<file path="src/rtl/irq_ev_pkg.sv">
package irq_ev_pkg;

    localparam logic [15:0] OFS_INFO     = 16'h0004;
    localparam logic [15:0] OFS_EVENT    = 16'h1000;
    localparam logic [15:0] OFS_TARGET   = 16'h3000;
    localparam logic [15:0] OFS_SW_SET   = 16'h4000;
    localparam logic [15:0] OFS_SW_CLR   = 16'h4100;
    localparam logic [15:0] OFS_MASK_SET = 16'h4200;
    localparam logic [15:0] OFS_MASK_CLR = 16'h4300;

    localparam logic [7:0] EVT_DIE     = 8'h00;
    localparam logic [7:0] EVT_KIND_HW = 8'h01;

    typedef enum logic [2:0] {
        RG_NONE,
        RG_INFO,
        RG_EVENT,
        RG_TARGET,
        RG_SW_SET,
        RG_SW_CLR,
        RG_MASK_SET,
        RG_MASK_CLR
    } region_e;

    function automatic logic [31:0] pack_event(input logic [15:0] num);
        return {EVT_DIE, EVT_KIND_HW, num};
    endfunction

endpackage

</file>
<file path="src/rtl/irq_addr_decode.sv">
module irq_addr_decode
    import irq_ev_pkg::*;
#(
    parameter int N_LINES = 64,
    localparam int N_WORDS = (N_LINES + 31) / 32,
    localparam int LIDX_W  = $clog2(N_LINES),
    localparam int WIDX_W  = (N_WORDS > 1) ? $clog2(N_WORDS) : 1
) (
    input  logic [15:0]       addr,
    output region_e           region,
    output logic [LIDX_W-1:0] line,
    output logic [WIDX_W-1:0] word
);

    localparam logic [15:0] TGT_SPAN  = 16'(4 * N_LINES);
    localparam logic [15:0] WORD_SPAN = 16'(4 * N_WORDS);

    logic [15:0] off_tgt, off_sws, off_swc, off_mks, off_mkc;

    always_comb begin
        off_tgt = addr - OFS_TARGET;
        off_sws = addr - OFS_SW_SET;
        off_swc = addr - OFS_SW_CLR;
        off_mks = addr - OFS_MASK_SET;
        off_mkc = addr - OFS_MASK_CLR;
        region  = RG_NONE;
        line    = '0;
        word    = '0;
        if (addr[1:0] == 2'b00) begin
            if (addr == OFS_INFO) begin
                region = RG_INFO;
            end else if (addr == OFS_EVENT) begin
                region = RG_EVENT;
            end else if (addr >= OFS_TARGET && off_tgt < TGT_SPAN) begin
                region = RG_TARGET;
                line   = LIDX_W'(off_tgt >> 2);
            end else if (addr >= OFS_SW_SET && off_sws < WORD_SPAN) begin
                region = RG_SW_SET;
                word   = WIDX_W'(off_sws >> 2);
            end else if (addr >= OFS_SW_CLR && off_swc < WORD_SPAN) begin
                region = RG_SW_CLR;
                word   = WIDX_W'(off_swc >> 2);
            end else if (addr >= OFS_MASK_SET && off_mks < WORD_SPAN) begin
                region = RG_MASK_SET;
                word   = WIDX_W'(off_mks >> 2);
            end else if (addr >= OFS_MASK_CLR && off_mkc < WORD_SPAN) begin
                region = RG_MASK_CLR;
                word   = WIDX_W'(off_mkc >> 2);
            end
        end
    end

endmodule

</file>
<file path="src/rtl/irq_cpu_route.sv">
module irq_cpu_route #(
    parameter int N_LINES = 64,
    parameter int N_CPUS  = 4
) (
    input  logic [N_LINES-1:0]             active,
    input  logic [N_LINES-1:0][N_CPUS-1:0] target,
    output logic [N_CPUS-1:0][N_LINES-1:0] pend,
    output logic [N_CPUS-1:0]              any
);

    for (genvar c = 0; c < N_CPUS; c++) begin : g_cpu
        for (genvar i = 0; i < N_LINES; i++) begin : g_line
            assign pend[c][i] = active[i] & target[i][c];
        end
        assign any[c] = |pend[c];
    end

endmodule

</file>
<file path="src/rtl/irq_first_set.sv">
module irq_first_set #(
    parameter int W = 64,
    localparam int IW = $clog2(W)
) (
    input  logic [W-1:0]  vec,
    output logic          found,
    output logic [IW-1:0] idx
);

    always_comb begin
        found = 1'b0;
        idx   = '0;
        for (int i = W - 1; i >= 0; i--) begin
            if (vec[i]) begin
                found = 1'b1;
                idx   = IW'(i);
            end
        end
    end

endmodule

</file>
<file path="src/rtl/irq_event_ctrl.sv">
module irq_event_ctrl
    import irq_ev_pkg::*;
#(
    parameter int N_LINES = 64,
    parameter int N_CPUS  = 4,
    localparam int CPU_W  = (N_CPUS > 1) ? $clog2(N_CPUS) : 1
) (
    input  logic               clk,
    input  logic               rst_n,
    input  logic [N_LINES-1:0] irq_in,
    input  logic               req_valid,
    input  logic               req_write,
    input  logic [CPU_W-1:0]   req_cpu,
    input  logic [15:0]        req_addr,
    input  logic [31:0]        req_wdata,
    output logic               rsp_valid,
    output logic [31:0]        rsp_rdata,
    output logic [N_CPUS-1:0]  cpu_irq
);

    localparam int N_WORDS = (N_LINES + 31) / 32;
    localparam int PAD     = N_WORDS * 32;
    localparam int LIDX_W  = $clog2(N_LINES);
    localparam int WIDX_W  = (N_WORDS > 1) ? $clog2(N_WORDS) : 1;

    typedef struct packed {
        logic [N_LINES-1:0]             mask;
        logic [N_LINES-1:0]             sw;
        logic [N_LINES-1:0][N_CPUS-1:0] target;
        logic                           rvalid;
        logic [31:0]                    rdata;
    } state_t;

    state_t s_q, s_d;

    region_e           dec_region;
    logic [LIDX_W-1:0] dec_line;
    logic [WIDX_W-1:0] dec_word;

    logic [N_LINES-1:0]             mask_cur;
    logic [N_LINES-1:0]             active;
    logic [N_CPUS-1:0][N_LINES-1:0] pend;
    logic [N_LINES-1:0]             pend_sel;
    logic                           sel_found;
    logic [LIDX_W-1:0]              sel_idx;

    assign mask_cur = s_q.mask;
    assign active   = (irq_in | s_q.sw) & ~s_q.mask;
    assign pend_sel = pend[req_cpu];

    irq_addr_decode #(.N_LINES(N_LINES)) u_dec (
        .addr   (req_addr),
        .region (dec_region),
        .line   (dec_line),
        .word   (dec_word)
    );

    irq_cpu_route #(.N_LINES(N_LINES), .N_CPUS(N_CPUS)) u_route (
        .active (active),
        .target (s_q.target),
        .pend   (pend),
        .any    (cpu_irq)
    );

    irq_first_set #(.W(N_LINES)) u_pick (
        .vec   (pend_sel),
        .found (sel_found),
        .idx   (sel_idx)
    );

    logic               rd_en, wr_en;
    logic [PAD-1:0]     wvec, sw_pad, mask_pad;
    logic [N_LINES-1:0] sw_set, sw_clr, mk_set, mk_clr, automask;

    always_comb begin
        s_d        = s_q;
        s_d.rvalid = 1'b0;
        s_d.rdata  = '0;
        rd_en      = req_valid && !req_write;
        wr_en      = req_valid && req_write;
        sw_pad     = PAD'(s_q.sw);
        mask_pad   = PAD'(s_q.mask);
        wvec       = '0;
        wvec[32*int'(dec_word) +: 32] = req_wdata;
        sw_set     = '0;
        sw_clr     = '0;
        mk_set     = '0;
        mk_clr     = '0;
        automask   = '0;

        if (rd_en) begin
            s_d.rvalid = 1'b1;
            case (dec_region)
                RG_INFO:   s_d.rdata = {16'h0000, 16'(N_LINES)};
                RG_EVENT: begin
                    if (sel_found) begin
                        s_d.rdata         = pack_event(16'(sel_idx));
                        automask[sel_idx] = 1'b1;
                    end
                end
                RG_TARGET: s_d.rdata = 32'(s_q.target[dec_line]);
                RG_SW_SET, RG_SW_CLR:
                    s_d.rdata = sw_pad[32*int'(dec_word) +: 32];
                RG_MASK_SET, RG_MASK_CLR:
                    s_d.rdata = mask_pad[32*int'(dec_word) +: 32];
                default:   s_d.rdata = '0;
            endcase
        end

        if (wr_en) begin
            case (dec_region)
                RG_TARGET:   s_d.target[dec_line] = req_wdata[N_CPUS-1:0];
                RG_SW_SET:   sw_set = wvec[N_LINES-1:0];
                RG_SW_CLR:   sw_clr = wvec[N_LINES-1:0];
                RG_MASK_SET: mk_set = wvec[N_LINES-1:0];
                RG_MASK_CLR: mk_clr = wvec[N_LINES-1:0];
                default: ;
            endcase
        end

        s_d.sw   = (s_q.sw | sw_set) & ~sw_clr;
        s_d.mask = ((s_q.mask | mk_set) & ~mk_clr) | automask;
    end

    always_ff @(posedge clk) begin
        if (!rst_n) begin
            s_q.mask   <= '1;
            s_q.sw     <= '0;
            s_q.rvalid <= 1'b0;
            s_q.rdata  <= '0;
            for (int i = 0; i < N_LINES; i++) begin
                s_q.target[i] <= N_CPUS'(1);
            end
        end else begin
            s_q <= s_d;
        end
    end

    assign rsp_valid = s_q.rvalid;
    assign rsp_rdata = s_q.rdata;

endmodule

</file>
<file path="config.mk">
export PLATFORM = sky130hd
export DESIGN_NAME = irq_event_ctrl
export DESIGN_NICKNAME = d
export VERILOG_FILES = /design/src/rtl/irq_ev_pkg.sv /design/src/rtl/irq_addr_decode.sv /design/src/rtl/irq_cpu_route.sv /design/src/rtl/irq_first_set.sv /design/src/rtl/irq_event_ctrl.sv
export SDC_FILE = /design/constraint.sdc
export NUM_CORES = 2
export LEC_CHECK = 0
export BUFFER_PORTS_ARGS = -buffer_cell sky130_fd_sc_hd__buf_2
export CAP_MARGIN = 0
export CORE_UTILIZATION = 45
export CTS_CLUSTER_SIZE = 20
export DETAILED_ROUTE_END_ITERATION = 8
export PLACE_DENSITY_LB_ADDON = 0.05
export SYNTH_ARGS = -nofsm -noshare
export SYNTH_HDL_FRONTEND = slang
export SYNTH_HIERARCHICAL = 1
export SYNTH_SLANG_ARGS = --single-unit
</file>
<file path="constraint.sdc">
create_clock -name clk -period 5.9 [get_ports clk]
set_clock_uncertainty 0.15 [all_clocks]
set_input_delay 1.18 -clock clk [delete_from_list [all_inputs] [get_ports clk]]
set_output_delay 1.18 -clock clk [all_outputs]
set_load 0.01 [all_outputs]
</file>
==> metrics <==
total clock buffers created by CTS 47; cell with the most instances after synthesis nand2_1; Crit Path Class input port to output pin; register bit total from synthesis 417; root buffer cell clkbuf_16; Worst setup SP type input port; Post-synth EDFFs 0; Hold Fails Final Rpt 0; clock transition at the registers of the reported paths 0.06 ns; pwr dens 217.5 nW/µm²; fin crit period 5.304 ns; adder-cell share of the synthesized area 0.1497%; Slew @ Worst Pin 1.302 ns; Clock Path Buffers 3; Hold Path Depth 2; share of post-route cells with drive strength above 1 14.96%; Max Fanout on Critical Path 5; wire length per cell 29.26 µm; worst setup margin 0.5962 ns; Logic pwr share 4.3%; Yosys top cell area share 33.30%; Pleak 0.01023 µW; fmax 188.5 MHz; compound-gate portion of the synthesized area 18.84%; RSZ-0062 raised after global routing no; final slew viol count 0; Max-cap violations 0; IO Port Bufs 154; Die Ht 238.0 µm; Synth cell types 80; clock power share 49.2%; most frequent cells after synthesis nand2_1 (559), dfxtp_1 (417), nor2_1 (291); Seq pwr share 46.5%; later-pin clock latency in the skew report 0.60 ns; die width 238.0 µm; Pwr Total 6058 µW; pin count of the biggest net entering global routing 208; Final TNS setup 0 ns; number of global-route vias before repair 23376; Initial DRC Count 3277; Synth async-reset ratio 0%; initial antenna violation count 4; HPWL Detailed 88750 µm; Worst Path Required 4.57 ns; row count 86; Post-Syn Area 25070 µm²; Avg Synthesized Cell Area 7.957 µm²; Synth Instances 3151; Final Setup Violations 0; Via density 6.486; Final Instance Area 27850 µm²; final WL 115700 µm; TritonRoute pass-1 iters 8; vias post-DR 25641; Hold Slack 0.3320 ns; CP Cell Sequence buf_2, nor2_1, nor2_1, and2_1, or4_1, nor4_1, nand4_1, buf_2; status finished, final reports clean; core area 55090 µm²; DRC viols 0; largest family of logic cells by synthesized area simple AND/OR/NAND/NOR gates; post-synthesis sequential area ratio 33.30%; area grow syn2layout 11.09%; Final period util 89.90%; Place WS 0.3028 ns; Sw Share 23.63%; CTS resizes 0; CTS tree built; Pint 4627 µW; Post-DP Area 26310 µm²; Remaining Overflow, GRT 0; Yosys top cell by area dfxtp_1; Hold Crit Class register to register; Initial Utilization 45.51%; Layout Nets 3288; post-synthesis xor/xnor area fraction 0.06987%; Crit. End Element output pin; Net Sw Power 1431 µW; Routed Antenna Nets 0; Die Area 56660 µm²; first-pass GRT wire length 165300 µm; Top FF cell, synth dfxtp_1; Post-CTS Hold Fix Bufs 0; gr usage total 40.13%; CP peak stage delay 1.02 ns; H-Tree Depth 2; mux cell area share after synthesis 12.49%; routability congestion estimate 1.082; simple-gate area share of the yosys netlist 29.57%; I/O pin cnt 155; Post-Syn Nets 3272; CP max stage cell nor4_1; clock sink count 417; Yosys warning count 6; Synth area leaders dfxtp_1 (33%), mux4_2 (10%), nand2_1 (8.4%); Max VDD drop 0.1833 mV; Slew HR 12.42%; FF-to-FF path depth 15; Post-CTS Setup Inserts 0; worst path arrival time 3.97 ns
-- cells by family (layout without fill, tap and decap cells) --
| logic type | count (synthesis) | in the layout |
|---|---|---|
| other | 0 | 3 |
| adders and majority gates | 3 | 3 |
| DFF | 417 | 417 |
| buffers and inverters | 302 | 353 |
| and+or+nand+nor | 1545 | 1545 |
| AOI/OAI and AO/OA | 708 | 708 |
| muxes | 174 | 174 |
| xor gates and xnor gates | 2 | 2 |
-- routing by layer --
metal	GRT usage, %	share of wire [%]
met5	0	0.011
met4	21.68	6.2
met3	6.455	8.5
met2	63.02	45
met1	52.88	41
-- state kept, by name, summed over array words and instances (netlist names) --
name	count
mask_cur	64
rsp_rdata	32
rsp_valid	1
s_q	256
sw_pad	64
-- power groups by stage --
stage               Clock [µW]  Combinational [µW]  Sequential [µW]
finish                    2980                 260             2820
global route              3130                 274             2810
CTS                       3020                 258             2820
detailed placement           0                 256             2880
global placement             0                 254             2880
floorplan                    0                 144             2880
-- placed cells by master (no fill, tap or decap), types with 15 or more instances in the layout --
| cell | n |
|---|---|
| buf_2 | 152 |
| nand4_1 | 20 |
| or4_1 | 50 |
| o2111ai_1 | 30 |
| dfxtp_1 | 417 |
| a21oi_1 | 118 |
| buf_4 | 94 |
| nand2_1 | 559 |
| nand3_1 | 216 |
| nor4_1 | 31 |
| o22ai_1 | 32 |
| mux4_2 | 111 |
| clkbuf_16 | 48 |
| o211ai_1 | 33 |
| a21boi_0 | 163 |
| mux2i_1 | 63 |
| a21boi_1 | 28 |
| and2_1 | 260 |
| a22oi_1 | 76 |
| o21ai_0 | 142 |
| inv_1 | 15 |
| nor2b_1 | 33 |
| nor2_1 | 289 |
-- final timing paths --
check             startpoint      endpoint  slack, ns
setup / recovery  irq_in[10]    cpu_irq[2]       0.60
hold / removal       s_q[40]       s_q[40]       0.33
setup reg to reg  sw_pad[50]  mask_cur[42]       1.21
hold reg to reg      s_q[40]       s_q[40]       0.33
-- cell type report --
class	instances	area, µm²
fill	5338	27240
clock inverter	20	196.4
tap	748	935.9
clock buffer	64	1341
timing repair buffer	251	1562
multi-input combinational	2432	15390
antenna	3	7.507
inverter	18	67.56
sequential	417	8348
-- worst max-delay path: cells and delay by family --
kind / cells / cell delay (ns)
buffers and inverters: 2 / 0.34
and+or+nand+nor: 6 / 2.44
-- through the flow --
step,utilization (%),instances
after global routing,50.55,3951
after CTS,50.54,3950
final,50.56,3953
after floorplan,-,3151
after global placement,47.75,3866
after detailed placement,47.75,3866
(Power assumes the default switching activity.)
